===== src/rtl/gpio_dualbank_pkg.sv =====
package gpio_dualbank_pkg;

    // Register select field: addr[4:2] of the byte address.
    typedef enum logic [2:0] {
        SEL_ENABLE    = 3'd0,
        SEL_DIR       = 3'd1,
        SEL_LEVEL     = 3'd2,
        SEL_RISE_EN   = 3'd3,
        SEL_FALL_EN   = 3'd4,
        SEL_IRQ_ROUTE = 3'd5,
        SEL_SMI_ROUTE = 3'd6,
        SEL_STATUS    = 3'd7
    } reg_sel_e;

    localparam int ADDR_W    = 6;
    localparam int MAX_BYTES = 4;

endpackage


===== src/rtl/gpio_edge_sync.sv =====
module gpio_edge_sync #(
    parameter int W = 8
) (
    input  logic         clk,
    input  logic         rst_n,
    input  logic [W-1:0] pin_async,
    output logic [W-1:0] pin_lvl,
    output logic [W-1:0] pin_rise,
    output logic [W-1:0] pin_fall
);
    typedef struct packed {
        logic [W-1:0] s1;
        logic [W-1:0] s2;
        logic [W-1:0] s3;
    } sync_t;

    sync_t sync_d, sync_q;

    always_comb begin
        sync_d.s1 = pin_async;
        sync_d.s2 = sync_q.s1;
        sync_d.s3 = sync_q.s2;
    end

    always_ff @(posedge clk or negedge rst_n) begin
        if (!rst_n) sync_q <= '0;
        else        sync_q <= sync_d;
    end

    assign pin_lvl  = sync_q.s2;
    assign pin_rise = sync_q.s2 & ~sync_q.s3;
    assign pin_fall = ~sync_q.s2 & sync_q.s3;
endmodule


===== src/rtl/gpio_bank.sv =====
module gpio_bank
    import gpio_dualbank_pkg::*;
#(
    parameter int             LINES   = 8,
    parameter logic [LINES-1:0] EN_INIT = '1
) (
    input  logic             clk,
    input  logic             rst_n,
    input  logic             wr_en,
    input  reg_sel_e         sel,
    input  logic [1:0]       byte_idx,
    input  logic [7:0]       wdata,
    input  logic [LINES-1:0] pin_lvl,
    input  logic [LINES-1:0] pin_rise,
    input  logic [LINES-1:0] pin_fall,
    output logic [LINES-1:0] en,
    output logic [LINES-1:0] dir,
    output logic [LINES-1:0] drive,
    output logic [LINES-1:0] rise_en,
    output logic [LINES-1:0] fall_en,
    output logic [LINES-1:0] route_irq,
    output logic [LINES-1:0] status,
    output logic [7:0]       rd_byte
);
    localparam int BYTES = (LINES + 7) / 8;

    typedef struct packed {
        logic [LINES-1:0] en;
        logic [LINES-1:0] dir;
        logic [LINES-1:0] lvl;
        logic [LINES-1:0] rise;
        logic [LINES-1:0] fall;
        logic [LINES-1:0] rirq;
        logic [LINES-1:0] rsmi;
        logic [LINES-1:0] stat;
    } bank_regs_t;

    bank_regs_t r_d, r_q;
    logic [LINES-1:0] line_hit, line_val, upd, clr, set, lvl_view, rd_vec;
    logic [31:0]      rd_pad;

    // Per-line byte decode: line i sits in byte i/8, bit i%8.
    for (genvar i = 0; i < LINES; i++) begin : g_line
        assign line_hit[i] = (byte_idx == 2'(i / 8));
        assign line_val[i] = wdata[i % 8];
    end

    always_comb begin
        r_d = r_q;
        upd = line_hit & {LINES{wr_en}};
        clr = '0;
        case (sel)
            SEL_ENABLE:    r_d.en   = (r_q.en   & ~upd) | (line_val & upd);
            SEL_DIR:       r_d.dir  = (r_q.dir  & ~upd) | (line_val & upd);
            SEL_LEVEL:     r_d.lvl  = (r_q.lvl  & ~(upd & ~r_q.dir)) | (line_val & upd & ~r_q.dir);
            SEL_RISE_EN:   r_d.rise = (r_q.rise & ~upd) | (line_val & upd);
            SEL_FALL_EN:   r_d.fall = (r_q.fall & ~upd) | (line_val & upd);
            SEL_IRQ_ROUTE: r_d.rirq = (r_q.rirq & ~upd) | (line_val & upd);
            SEL_SMI_ROUTE: r_d.rsmi = (r_q.rsmi & ~upd) | (line_val & upd);
            default:       clr      = upd & line_val;
        endcase
        set       = r_q.en & ((pin_rise & r_q.rise) | (pin_fall & r_q.fall));
        r_d.stat  = (r_q.stat & ~clr) | set;
    end

    always_ff @(posedge clk or negedge rst_n) begin
        if (!rst_n) begin
            r_q     <= '0;
            r_q.en  <= EN_INIT;
            r_q.dir <= '1;
        end else begin
            r_q <= r_d;
        end
    end

    always_comb begin
        lvl_view = r_q.en & ((r_q.dir & pin_lvl) | (~r_q.dir & r_q.lvl));
        case (sel)
            SEL_ENABLE:    rd_vec = r_q.en;
            SEL_DIR:       rd_vec = r_q.dir;
            SEL_LEVEL:     rd_vec = lvl_view;
            SEL_RISE_EN:   rd_vec = r_q.rise;
            SEL_FALL_EN:   rd_vec = r_q.fall;
            SEL_IRQ_ROUTE: rd_vec = r_q.rirq;
            SEL_SMI_ROUTE: rd_vec = r_q.rsmi;
            default:       rd_vec = r_q.stat;
        endcase
        rd_pad  = 32'(rd_vec);
        rd_byte = (int'(byte_idx) < BYTES) ? rd_pad[{byte_idx, 3'b000} +: 8] : 8'h00;
    end

    assign en        = r_q.en;
    assign dir       = r_q.dir;
    assign drive     = r_q.lvl;
    assign rise_en   = r_q.rise;
    assign fall_en   = r_q.fall;
    assign route_irq = r_q.rirq;
    assign status    = r_q.stat;
endmodule


===== src/rtl/gpio_dualbank_ctrl.sv =====
module gpio_dualbank_ctrl
    import gpio_dualbank_pkg::*;
#(
    parameter int           N        = 14,
    parameter int           BOUNDARY = 10,
    parameter logic [N-1:0] EN_INIT  = 14'h1CFF
) (
    input  logic              clk,
    input  logic              rst_n,
    input  logic [ADDR_W-1:0] addr,
    input  logic [7:0]        wdata,
    input  logic              wr_en,
    input  logic              rd_en,
    output logic [7:0]        rdata,
    input  logic [N-1:0]      pins_in,
    output logic [N-1:0]      pins_out,
    output logic [N-1:0]      pins_oe,
    output logic              irq
);
    localparam int CORE_W = BOUNDARY;
    localparam int RES_W  = N - BOUNDARY;

    typedef struct packed {
        logic [7:0] rdata;
    } top_regs_t;

    top_regs_t t_d, t_q;

    logic [N-1:0] sync_lvl, sync_rise, sync_fall;
    logic [N-1:0] en_all, dir_all, drv_all, rise_all, fall_all, route_all, stat_all;
    logic [7:0]   core_rd, res_rd;
    reg_sel_e     sel;

    assign sel = reg_sel_e'(addr[4:2]);

    gpio_edge_sync #(.W(N)) i_sync (
        .clk      (clk),
        .rst_n    (rst_n),
        .pin_async(pins_in),
        .pin_lvl  (sync_lvl),
        .pin_rise (sync_rise),
        .pin_fall (sync_fall)
    );

    gpio_bank #(.LINES(CORE_W), .EN_INIT(EN_INIT[CORE_W-1:0])) i_core (
        .clk      (clk),
        .rst_n    (rst_n),
        .wr_en    (wr_en & ~addr[5]),
        .sel      (sel),
        .byte_idx (addr[1:0]),
        .wdata    (wdata),
        .pin_lvl  (sync_lvl[CORE_W-1:0]),
        .pin_rise (sync_rise[CORE_W-1:0]),
        .pin_fall (sync_fall[CORE_W-1:0]),
        .en       (en_all[CORE_W-1:0]),
        .dir      (dir_all[CORE_W-1:0]),
        .drive    (drv_all[CORE_W-1:0]),
        .rise_en  (rise_all[CORE_W-1:0]),
        .fall_en  (fall_all[CORE_W-1:0]),
        .route_irq(route_all[CORE_W-1:0]),
        .status   (stat_all[CORE_W-1:0]),
        .rd_byte  (core_rd)
    );

    gpio_bank #(.LINES(RES_W), .EN_INIT(EN_INIT[N-1:BOUNDARY])) i_resume (
        .clk      (clk),
        .rst_n    (rst_n),
        .wr_en    (wr_en & addr[5]),
        .sel      (sel),
        .byte_idx (addr[1:0]),
        .wdata    (wdata),
        .pin_lvl  (sync_lvl[N-1:BOUNDARY]),
        .pin_rise (sync_rise[N-1:BOUNDARY]),
        .pin_fall (sync_fall[N-1:BOUNDARY]),
        .en       (en_all[N-1:BOUNDARY]),
        .dir      (dir_all[N-1:BOUNDARY]),
        .drive    (drv_all[N-1:BOUNDARY]),
        .rise_en  (rise_all[N-1:BOUNDARY]),
        .fall_en  (fall_all[N-1:BOUNDARY]),
        .route_irq(route_all[N-1:BOUNDARY]),
        .status   (stat_all[N-1:BOUNDARY]),
        .rd_byte  (res_rd)
    );

    always_comb begin
        t_d = t_q;
        if (rd_en) t_d.rdata = addr[5] ? res_rd : core_rd;
    end

    always_ff @(posedge clk or negedge rst_n) begin
        if (!rst_n) t_q <= '0;
        else        t_q <= t_d;
    end

    assign rdata    = t_q.rdata;
    assign pins_out = drv_all;
    assign pins_oe  = en_all & ~dir_all;
    assign irq      = |(stat_all & route_all);
endmodule


===== config.mk =====
export PLATFORM = sky130hd
export DESIGN_NAME = gpio_dualbank_ctrl
export DESIGN_NICKNAME = d
export VERILOG_FILES = /design/src/rtl/gpio_dualbank_pkg.sv /design/src/rtl/gpio_edge_sync.sv /design/src/rtl/gpio_bank.sv /design/src/rtl/gpio_dualbank_ctrl.sv
export SDC_FILE = /design/constraint.sdc
export NUM_CORES = 1
export LEC_CHECK = 0
export ABC_AREA = 1
export ABC_CLOCK_PERIOD_IN_PS = 1300
export BUFFER_PORTS_ARGS = -buffer_cell sky130_fd_sc_hd__buf_2
export CAP_MARGIN = 20
export CORE_ASPECT_RATIO = 1.75
export CORE_MARGIN = 2
export CORE_UTILIZATION = 59
export CTS_CLUSTER_SIZE = 28
export DETAILED_ROUTE_END_ITERATION = 6
export HOLD_SLACK_MARGIN = 0.1
export PLACE_DENSITY_LB_ADDON = 0.15
export SYNTH_ARGS = -nofsm -noshare
export SYNTH_HDL_FRONTEND = slang
export SYNTH_SLANG_ARGS = --single-unit

===== constraint.sdc =====
create_clock -name clk -period 1.3 [get_ports clk]
set_input_delay 0.195 -clock clk [delete_from_list [all_inputs] [get_ports clk]]
set_output_delay 0.195 -clock clk [all_outputs]
set_load 0.005 [all_outputs]

======== Yosys cells after proc, flatten, opt, wreduce, memory -nomap -nowiden ========
Index checks and enable logic that the tools add are counted.
Widths: inputs -> output; s select.
cells by class
  reduce and logical (&&, ||, !) cells .... 4
  eq/ne operators ......................... 7
  bitwise operators ....................... 74
  magnitude comparators ................... 2
  multiplexer cells ....................... 7
  shift-type cells ........................ 2
operator list
  cell                number
  $and 10x10->10      18
  $or 10x10->10       10
  $and 4x4->4         18
  $pmux 10 s7         1
  $shiftx 32x6->8     2
  $and 14x14->14      4
  $not 14->14         3
  $not 10->10         4
  $or 4x4->4          10
  $pmux 4 s7          1
  $mux 8              3
  $not 4->4           4
  $reduce_or 14->1    1
  $mux 10             1
  $eq 3x3->1 const B  3
  $reduce_or 7->1     1
  $eq 3x2->1 const B  2
  $mux 4              1
  $eq 3x1->1 const B  1
  $logic_not 3->1     1
  $and 1x1->1         2
  $eq 2x1->1 const B  1
  $logic_not 2->1     1
  $lt 2x1->1 const B  1
  other kinds (2)     2
storage, ports and cells
  bits of input ports ..................... 32
  word-level logic and storage cells ...... 116
  register bits after elaboration ......... 162

======== Logic depth before layout (Yosys ltp) ========
Gate-level depths: netlist of the first run.
  depth after elaboration ................. 8
  gate-level depth with buffers ........... 13
  depth with buffers taken out ............ 11

======== By module ========
A second synthesis of the first run with hierarchy kept.
second synthesis, totals
  cells, all modules ...................... 1057
  area total of the unflattened synthesis .. 8804.7 um^2
modules (own cells, without submodules)
  module                times used  cells each  area each (um^2)
  gpio_bank (i_core)    1           596         4802.1
  gpio_bank (i_resume)  1           240         1999.4
  gpio_edge_sync        1           112         1366.3
  gpio_dualbank_ctrl    1           109         636.9

======== Worst setup path after synthesis of the first run ========
OpenSTA, ideal clock, no wires.
  path kind ............................... input-to-reg
  start point ............................. input addr[2]
  end point ............................... register t_q (netlist bit rdata[4])
  library setup time ...................... 116 ps
  slack ................................... 130 ps
  arrival ................................. 1054 ps
  stages .................................. 8
  data required time ...................... 1184 ps
  path through ............................ buf_6 buf_4 nand3_1 o21ai_0 a211oi_1 nand3_1 nand2_1 nand2_1
between the ends
  word-level cells in the longest chain between the ends .. 5
  elaborated cells on any way between the ends .. 11
  classes of those cells .................. eq/ne: 6; shift: 1; mux: 3; reduce/logical: 1
RTL lines
  element                                   RTL line                  RTL
  start, declared                           gpio_dualbank_ctrl.sv:10  input logic [ADDR_W-1:0] addr,
  $eq 3x3->1, or another cell as far along  gpio_bank.sv:78           case (sel)
  $pmux 10 s7 (*)                           gpio_bank.sv:78
  $shiftx 32x6->8 (*)                       gpio_bank.sv:89           rd_byte = (int'(byte_idx) < BYTES) ? rd_pad[{byte_idx, 3'b000} +: 8] : 8'h00;
  $mux 8 (*)                                gpio_bank.sv:89
  $mux 8 (*)                                gpio_dualbank_ctrl.sv:87  if (rd_en) t_d.rdata = addr[5] ? res_rd : core_rd;
  end signal, assigned                      gpio_dualbank_ctrl.sv:92  else t_q <= t_d;
  end, declared                             gpio_dualbank_ctrl.sv:27  top_regs_t t_d, t_q;
Mark *: on every way between the ends. The rest lies on a longest branch, timed or not.
A chain may end at the register's enable or synchronous reset.

==> results of run 1 <==
-- worst min path at each step --
stage / startpoint / endpoint / slack [ns] / depth (start not counted)
floorplan: rst_n / asynchronous set/reset pin / -0.10 / 0
global placement: rst_n / i_sync.pin_lvl[12]$_DFF_PN0_ / 0.08 / 1
detailed placement: rst_n / i_sync.sync_q[12]$_DFF_PN0_ / 0.08 / 1
CTS: addr[5] / rdata[0]$_DFFE_PN0P_ / 0.10 / 4
global route: addr[5] / rdata[1]$_DFFE_PN0P_ / 0.13 / 4
finish: addr[5] / rdata[1]$_DFFE_PN0P_ / 0.10 / 4
-- area by class of cell --
type                            count  area (um2)  share of cell area
Clock inverter                     13         170              0.0174
Multi-Input combinational cell    554        2840               0.291
Clock buffer                       19         433              0.0443
Sequential cell                   162        4090               0.418
Inverter                           80         314              0.0321
Timing Repair Buffer              214        1720               0.176
Tap cell                          168         210              0.0215
-- layer usage --
layer	GRT usage	wire length (um)	up-vias	part of all wire
met1	0.414	8300	3350	0.36
met3	0.0580	1280	104	0.055
met4	0.208	1350	0	0.059
met2	0.602	12100	308	0.53
li1	-	-	3183	-
met5	0	0	-	0
-- cells by family (layout without fill, tap and decap cells) --
kind of cell,Yosys count,count (layout),synth area share
AND/OR/NAND/NOR,328,328,0.200
buffers and inverters,121,326,0.0819
AO/OA/AOI/OAI,226,226,0.168
flip-flops,162,162,0.550
-- through the flow --
stage	area [um2]	setup slack [ns]
2_1_floorplan	7430	0.130
3_3_place_gp	8590	-0.293
3_5_place_dp	8590	-0.304
4_1_cts	9650	-0.503
5_1_grt	9770	-0.571
6_report	9770	-0.522
-- synth_stat cells (3+ instances only) --
master    number
o32ai_1        3
dfrtp_1      137
o22ai_1       12
clkbuf_1       8
dfstp_2       25
nor2_1        38
nor3_1        15
a211oi_1       4
buf_6          9
nand2_4        6
buf_4         17
inv_1         66
nand3_1       19
nand4_1       18
inv_2          9
o21ai_0      113
a21oi_1       44
buf_2          7
o31ai_1       10
o21ai_1       24
o41ai_1       10
nand2_1      220
nand3_4        3
-- power groups by stage --
stage | combinational, uW | clock, uW | sequential (uW)
floorplan | 1050 | 0 | 6060
global placement | 1880 | 0 | 6160
detailed placement | 1940 | 0 | 6180
CTS | 2300 | 5210 | 6060
global route | 2650 | 5440 | 6150
finish | 2420 | 5170 | 6100
-- placed cells by master, fill, tap and decap left out, types with 2 or more instances in the layout --
master         instances
o32ai_1                3
clkbuf_16             17
o21ai_2                4
buf_4                100
a22o_1                 2
nand3_4                3
nand4_1               18
nand2_1              213
o22ai_1               12
dfstp_2               25
a221oi_2               2
buf_12                14
bufinv_16              2
clkbuf_1               2
inv_2                 23
a211oi_1               4
nor2_1                29
nor2_2                 9
nor3_1                15
a21oi_1               36
inv_8                  3
dlygate4sd3_1         17
dfrtp_1              137
buf_6                 16
nor2_8                 2
o31ai_1               10
nand3_1               19
nand2_4                7
buf_2                 67
inv_6                  5
clkinv_4               3
o41ai_1               10
a21oi_2                9
inv_1                 52
o21ai_1               33
o21ai_0              100
nand2_2                8
nor2_4                 3
-- worst register-to-register path: cells and delay by family (launching register included) --
| kind | cells | cell delay, ns |
|---|---|---|
| AND/OR/NAND/NOR | 8 | 0.47 |
| flip-flops | 1 | 0.55 |
| AO/OA/AOI/OAI | 2 | 0.19 |
| buffers and inverters | 1 | 0.10 |
-- repair_timing --
| item | in CTS | in global routing |
|---|---|---|
| resized for setup | 30 | 44 |
| setup buffers | 33 | 3 |
| endpoints found under the hold margin | 157 | 0 |
| setup endpoints to repair | 18 | 23 |
| hold buffers | 17 | 0 |
| pin swaps | 20 | 31 |
==> run_results.csv, run 1 <==
group,metric,value,unit
cts,clock_tree.root_cell,"clkbuf_16",
final_layout,n_antenna_cell,0,
status,status,"finished, violations left",
synthesis,synth_seq_cells,162,
power_and_ir_drop,p_int,9710,uW
setup_path,crit_path_start_kind,"flip-flop",
timing,worst_rel_slew_slack,0.642,
timing,layout_worst_path_cycle_share,1.40,
detailed_routing,drc,0,
placement,detailed_place_hpwl,15.6,mm
timing,worstMarginPinSlew,0.537,ns
run,maxCapViolCount,0,
timing,setup_ws,-0.522,ns
cts,cts_made_buffers,17,
setup_path,critPathRequiredTime,1.11,ns
setup_path,worstSetupPathType,"flip-flop to primary output",
setup_path,critPathMaxFanout,2,
placement,routabilityCongestion,0.961,
grt,globalRouteTotalUtil,0.357,
worst_hold_path,min-delay-path-class,"input port to flip-flop",
status,failed_checks,"negative setup slack",
timing,fin_tns_setup,-1.97,ns
placement,placed_cells,1128,
setup_path,critical_path_arrival,1.63,ns
setup_path,crit-reg2reg-capture,"rdata[0]$_DFFE_PN0P_",
floorplanning,core_area,12400,um2
timing,max_clock_freq,549,MHz
grt,first_pass_grt_wire_length,36.4,mm
detailed_routing,vias,6945,
power_and_ir_drop,share_seq_of_total_power,0.446,
synthesis,netlist_top_cells_area,"dfrtp_1 (46%), nand2_1 (11%), dfstp_2 (8.8%)",
floorplanning,i_o_pin_count,69,
power_and_ir_drop,netSwitchingPower,3970,uW
synthesis,count_of_flip_flops_with_a_built_in_enable_after_synthesis,0,
grt,first_global_vias,7176,
synthesis,synth_top_cell_by_area,"dfrtp_1",
final_layout,layout-area-overhead-vs-synth,31.6,%
power_and_ir_drop,p_leak,0.00468,uW
grt,global_route.overflow_total,0,
power_and_ir_drop,vdd_drop_max,1070,uV
synthesis,synth-warning-count,0,
detailed_routing,drtIter0Drc,498,
cts,clock_tree_from_tritoncts,"done",
setup_path,crit_chain,"a22o_1, a221oi_2, nand4_1, buf_2",
cts,clk-insertion-delay-late,0.43,ns
timing,skew,0.0106,ns
timing,grt_setup_unrepaired,"true",
grt,pin_count_of_the_biggest_net_entering_global_routing,40,
setup_path,worst_setup_path_end_kind,"primary output",
setup_path,kind_of_cell_adding_the_most_delay_to_the_critical_path,"compound AO/OA/AOI/OAI gates",
synthesis,synth_top_flop_cell,"dfrtp_1",
timing,hold_fails_final_rpt,0,
setup_path,crit_end,"irq",
floorplanning,die_w,88.8,um
detailed_routing,antenna_violating_nets_post_route,0,
synthesis,ys_async_sr_fraction,1.00,
final_layout,final_util,0.790,
timing,timing.final.setup_violations,20,
power_and_ir_drop,power_frac_clock,0.378,
synthesis,ys_seq_area_frac,0.550,
cts,clk_path_buf_depth,2,
detailed_routing,first_pass_iteration_count_of_the_detailed_router,6,
setup_path,timing.critical_path.buf_inv,1,
setup_path,critical-path-max-stage-delay,0.39,ns
setup_path,path_depth,4,
power_and_ir_drop,power.density,1400,nW/um2
floorplanning,die_h,152,um
synthesis,avgSynthCellArea,8.87,um2
synthesis,synth.net_count,869,
synthesis,post_synth_inst_count,837,
timing,hold_ws,0.101,ns
power_and_ir_drop,sw_frac,0.290,
setup_path,ff2ff_path_depth,11,
synthesis,synth_cell_types,37,
synthesis,synth.top_cell.area_share,0.462,
synthesis,synth_area,7430,um2
grt,grt_antenna_before_repair,0,
floorplanning,initial_core_util,0.601,
setup_path,regToRegSetupSlack,-0.07,ns
timing,period_needed,1.82,ns
cts,ctsHtreeMaxLevel,4,
cts,clk_pin_slew,0.07,ns
timing,timing_max_transition_violations_final,0,
final_layout,fillers,850,
final_layout,final_layout_size_suffix_gt1_frac,0.315,
floorplanning,die_footprint,13500,um2
detailed_routing,post_drt_wl_per_cell,19.0,um
final_layout,final_net_count,1061,
power_and_ir_drop,total_power,13700,uW
placement,io_buffer_count,68,
cts,clock_sinks,162,
detailed_routing,finalWirelength,23.0,mm
detailed_routing,vias_per_cell,5.74,
floorplanning,rows,54,
setup_path,critPathSlowestCell,"dfrtp_1",
power_and_ir_drop,share_comb_of_total_power,0.177,
final_layout,final_cells,1210,
Power figures use the tool's default switching activity.
==> run 2: changes to the inputs <==
--- a/config.mk
+++ b/config.mk
@@ -12,10 +12,11 @@
 export CORE_ASPECT_RATIO = 1.75
 export CORE_MARGIN = 2
 export CORE_UTILIZATION = 59
-export CTS_CLUSTER_SIZE = 28
+export CTS_CLUSTER_SIZE = 30
 export DETAILED_ROUTE_END_ITERATION = 6
 export HOLD_SLACK_MARGIN = 0.1
 export PLACE_DENSITY_LB_ADDON = 0.15
 export SYNTH_ARGS = -nofsm -noshare
 export SYNTH_HDL_FRONTEND = slang
 export SYNTH_SLANG_ARGS = --single-unit
+export TNS_END_PERCENT = 50
==> run 2 against run 1 <==
The run still ends with negative setup slack left; non-clock buffer count fell by 4; via count is 0.76% lower; maximum frequency increased by 0.79%; clock power about the same; register-to-register slack lost 0.03 ns; clock skew shrank 0.00087 ns; cell area is 0.64% lower; critical path type unchanged; critical endpoint unchanged; highest routed layer unchanged.
==> run_results.csv, run 2 (same netlist as run 1, synthesis figures left out) <==
group,metric,value,unit
status,status,"finished, violations left",
status,failed_checks,"negative setup slack",
floorplanning,initial_core_util,0.601,
power_and_ir_drop,power.density,1400,nW/um2
cts,clk-insertion-delay-late,0.43,ns
worst_hold_path,min-delay-path-class,"input port to flip-flop",
floorplanning,rows,54,
final_layout,multi_input_comb_area,2820,um2
placement,detailed_place_hpwl,15.6,mm
timing,skew,0.00976,ns
setup_path,critPathRequiredTime,1.11,ns
cts,clk_pin_slew,0.07,ns
timing,timing_max_transition_violations_final,0,
setup_path,ff2ff_path_depth,11,
detailed_routing,vias_per_cell,5.71,
timing,timing.final.setup_violations,19,
floorplanning,die_w,88.8,um
setup_path,worst_setup_path_end_kind,"primary output",
cts,clock_tree_from_tritoncts,"done",
placement,routabilityCongestion,0.961,
final_layout,fillers,861,
placement,placed_cells,1128,
power_and_ir_drop,p_leak,0.00466,uW
detailed_routing,drc,0,
floorplanning,core_area,12400,um2
final_layout,commonest_cells_after_routing_fill_and_taps_aside,"nand2_1 (216), dfrtp_1 (137), o21ai_0 (100)",
final_layout,final_layout_size_suffix_gt1_frac,0.296,
setup_path,regToRegSetupSlack,-0.10,ns
worst_hold_path,hold-path-endpoint,"rdata[1]$_DFFE_PN0P_",
detailed_routing,post_drt_wl_per_cell,18.9,um
timing,hold_fails_final_rpt,0,
grt,pin_count_of_the_biggest_net_entering_global_routing,40,
detailed_routing,first_pass_iteration_count_of_the_detailed_router,5,
detailed_routing,drtIter0Drc,527,
placement,pre_cts_slack,-0.304,ns
worst_hold_path,whs_path_depth,4,
setup_path,timing.critical_path.buf_inv,1,
grt,first_global_vias,7103,
grt,grt_antenna_before_repair,0,
cts,clock_sinks,162,
final_layout,final_net_count,1057,
grt,first_pass_grt_wire_length,36.0,mm
timing,hold_ws,0.107,ns
timing,layout_worst_path_cycle_share,1.39,
setup_path,crit-reg2reg-capture,"rdata[0]$_DFFE_PN0P_",
setup_path,crit_chain,"a22o_1, a221oi_2, nand4_1, buf_2",
final_layout,seq_area,4090,um2
grt,globalRouteTotalUtil,0.353,
run,maxCapViolCount,0,
final_layout,n_antenna_cell,0,
floorplanning,die_footprint,13500,um2
final_layout,layout-area-overhead-vs-synth,30.7,%
timing,setup_ws,-0.508,ns
setup_path,worstSetupPathType,"flip-flop to primary output",
cts,cts_made_buffers,17,
timing,worstMarginPinSlew,0.546,ns
setup_path,crit_path_start_kind,"flip-flop",
timing,grt_setup_unrepaired,"true",
setup_path,critical_path_arrival,1.61,ns
setup_path,critPathSlowestCell,"dfrtp_1",
final_layout,layout_commonest_cell,"nand2_1",
cts,clk_path_buf_depth,2,
final_layout,final_cells,1206,
worst_hold_path,worstHoldStart,"addr[5]",
detailed_routing,antenna_violating_nets_post_route,0,
placement,io_buffer_count,68,
power_and_ir_drop,total_power,13600,uW
detailed_routing,vias,6892,
cts,ctsHtreeMaxLevel,4,
grt,global_route.overflow_total,0,
floorplanning,die_h,152,um
timing,max_clock_freq,553,MHz
floorplanning,i_o_pin_count,69,
cts,clock_tree.root_cell,"clkbuf_16",
setup_path,critPathMaxFanout,2,
timing,worst_rel_slew_slack,0.636,
power_and_ir_drop,vdd_drop_max,1070,uV
detailed_routing,finalWirelength,22.8,mm
timing,period_needed,1.81,ns
setup_path,critical-path-max-stage-delay,0.38,ns
setup_path,kind_of_cell_adding_the_most_delay_to_the_critical_path,"compound AO/OA/AOI/OAI gates",
final_layout,final_util,0.785,
run 2: layout make-up:
type / instances / share of cell area
well taps: 168 / 0.0217
repair buffers: 210 / 0.173
clock inverters: 13 / 0.0175
multi-input cells: 554 / 0.290
inverters: 80 / 0.0323
flip-flops and latches: 162 / 0.421
clock buffers: 19 / 0.0446
run 2: repair_timing:
item	CTS	global route
endpoints found under the setup margin	18	23
resized for setup	17	39
pin swaps	8	24
endpoints found under the hold margin	158	0
hold buffers	18	0
setup buffers	21	9
run 2: metrics by stage:
stage,cell area [um2],TNS [ns]
5_1_grt,9710,-3.18
3_3_place_gp,8590,-7.65
3_5_place_dp,8590,-10.56
2_1_floorplan,7430,0
4_1_cts,9560,-2.30
6_report,9710,-2.12
run 2: worst reg2reg max path, cell delays in order, from the launching register on:
cell	delay, ns
dfstp_2	0.55
buf_6	0.10
nand2_1	0.04
o21ai_1	0.08
nand2_1	0.07
nand2_1	0.06
nand2_1	0.06
nand2_1	0.06
nand2_1	0.07
nand2_1	0.06
nand2_1	0.06
a21oi_2	0.13
run 2: metal layers:
metal  vias up  wire length (um)  global-route usage
met3       101              1220              0.0596
li1       3181                 -                   -
met5         -                 0                   0
met4         0              1310               0.202
met1      3323              8190               0.409
met2       287             12000               0.597
run 2: power breakdown:
group	leakage [uW]	switching (uW)	total, uW	internal [uW]
Clock	0.000291	2250	5160	2910
Combinational	0.00242	1240	2340	1100
Sequential	0.00195	441	6100	5660
run 2: how the worst max path moves through the flow:
stage	to	slack, ns	cells after the start
after floorplan	rdata[4]$_DFFE_PN0P_	0.13	8
after global placement	rdata[1]$_DFFE_PN0P_	-0.29	11
after detailed placement	i_core.status[5]$_DFF_PN0_	-0.30	9
after CTS	irq	-0.50	4
after global routing	irq	-0.57	4
final	irq	-0.51	4
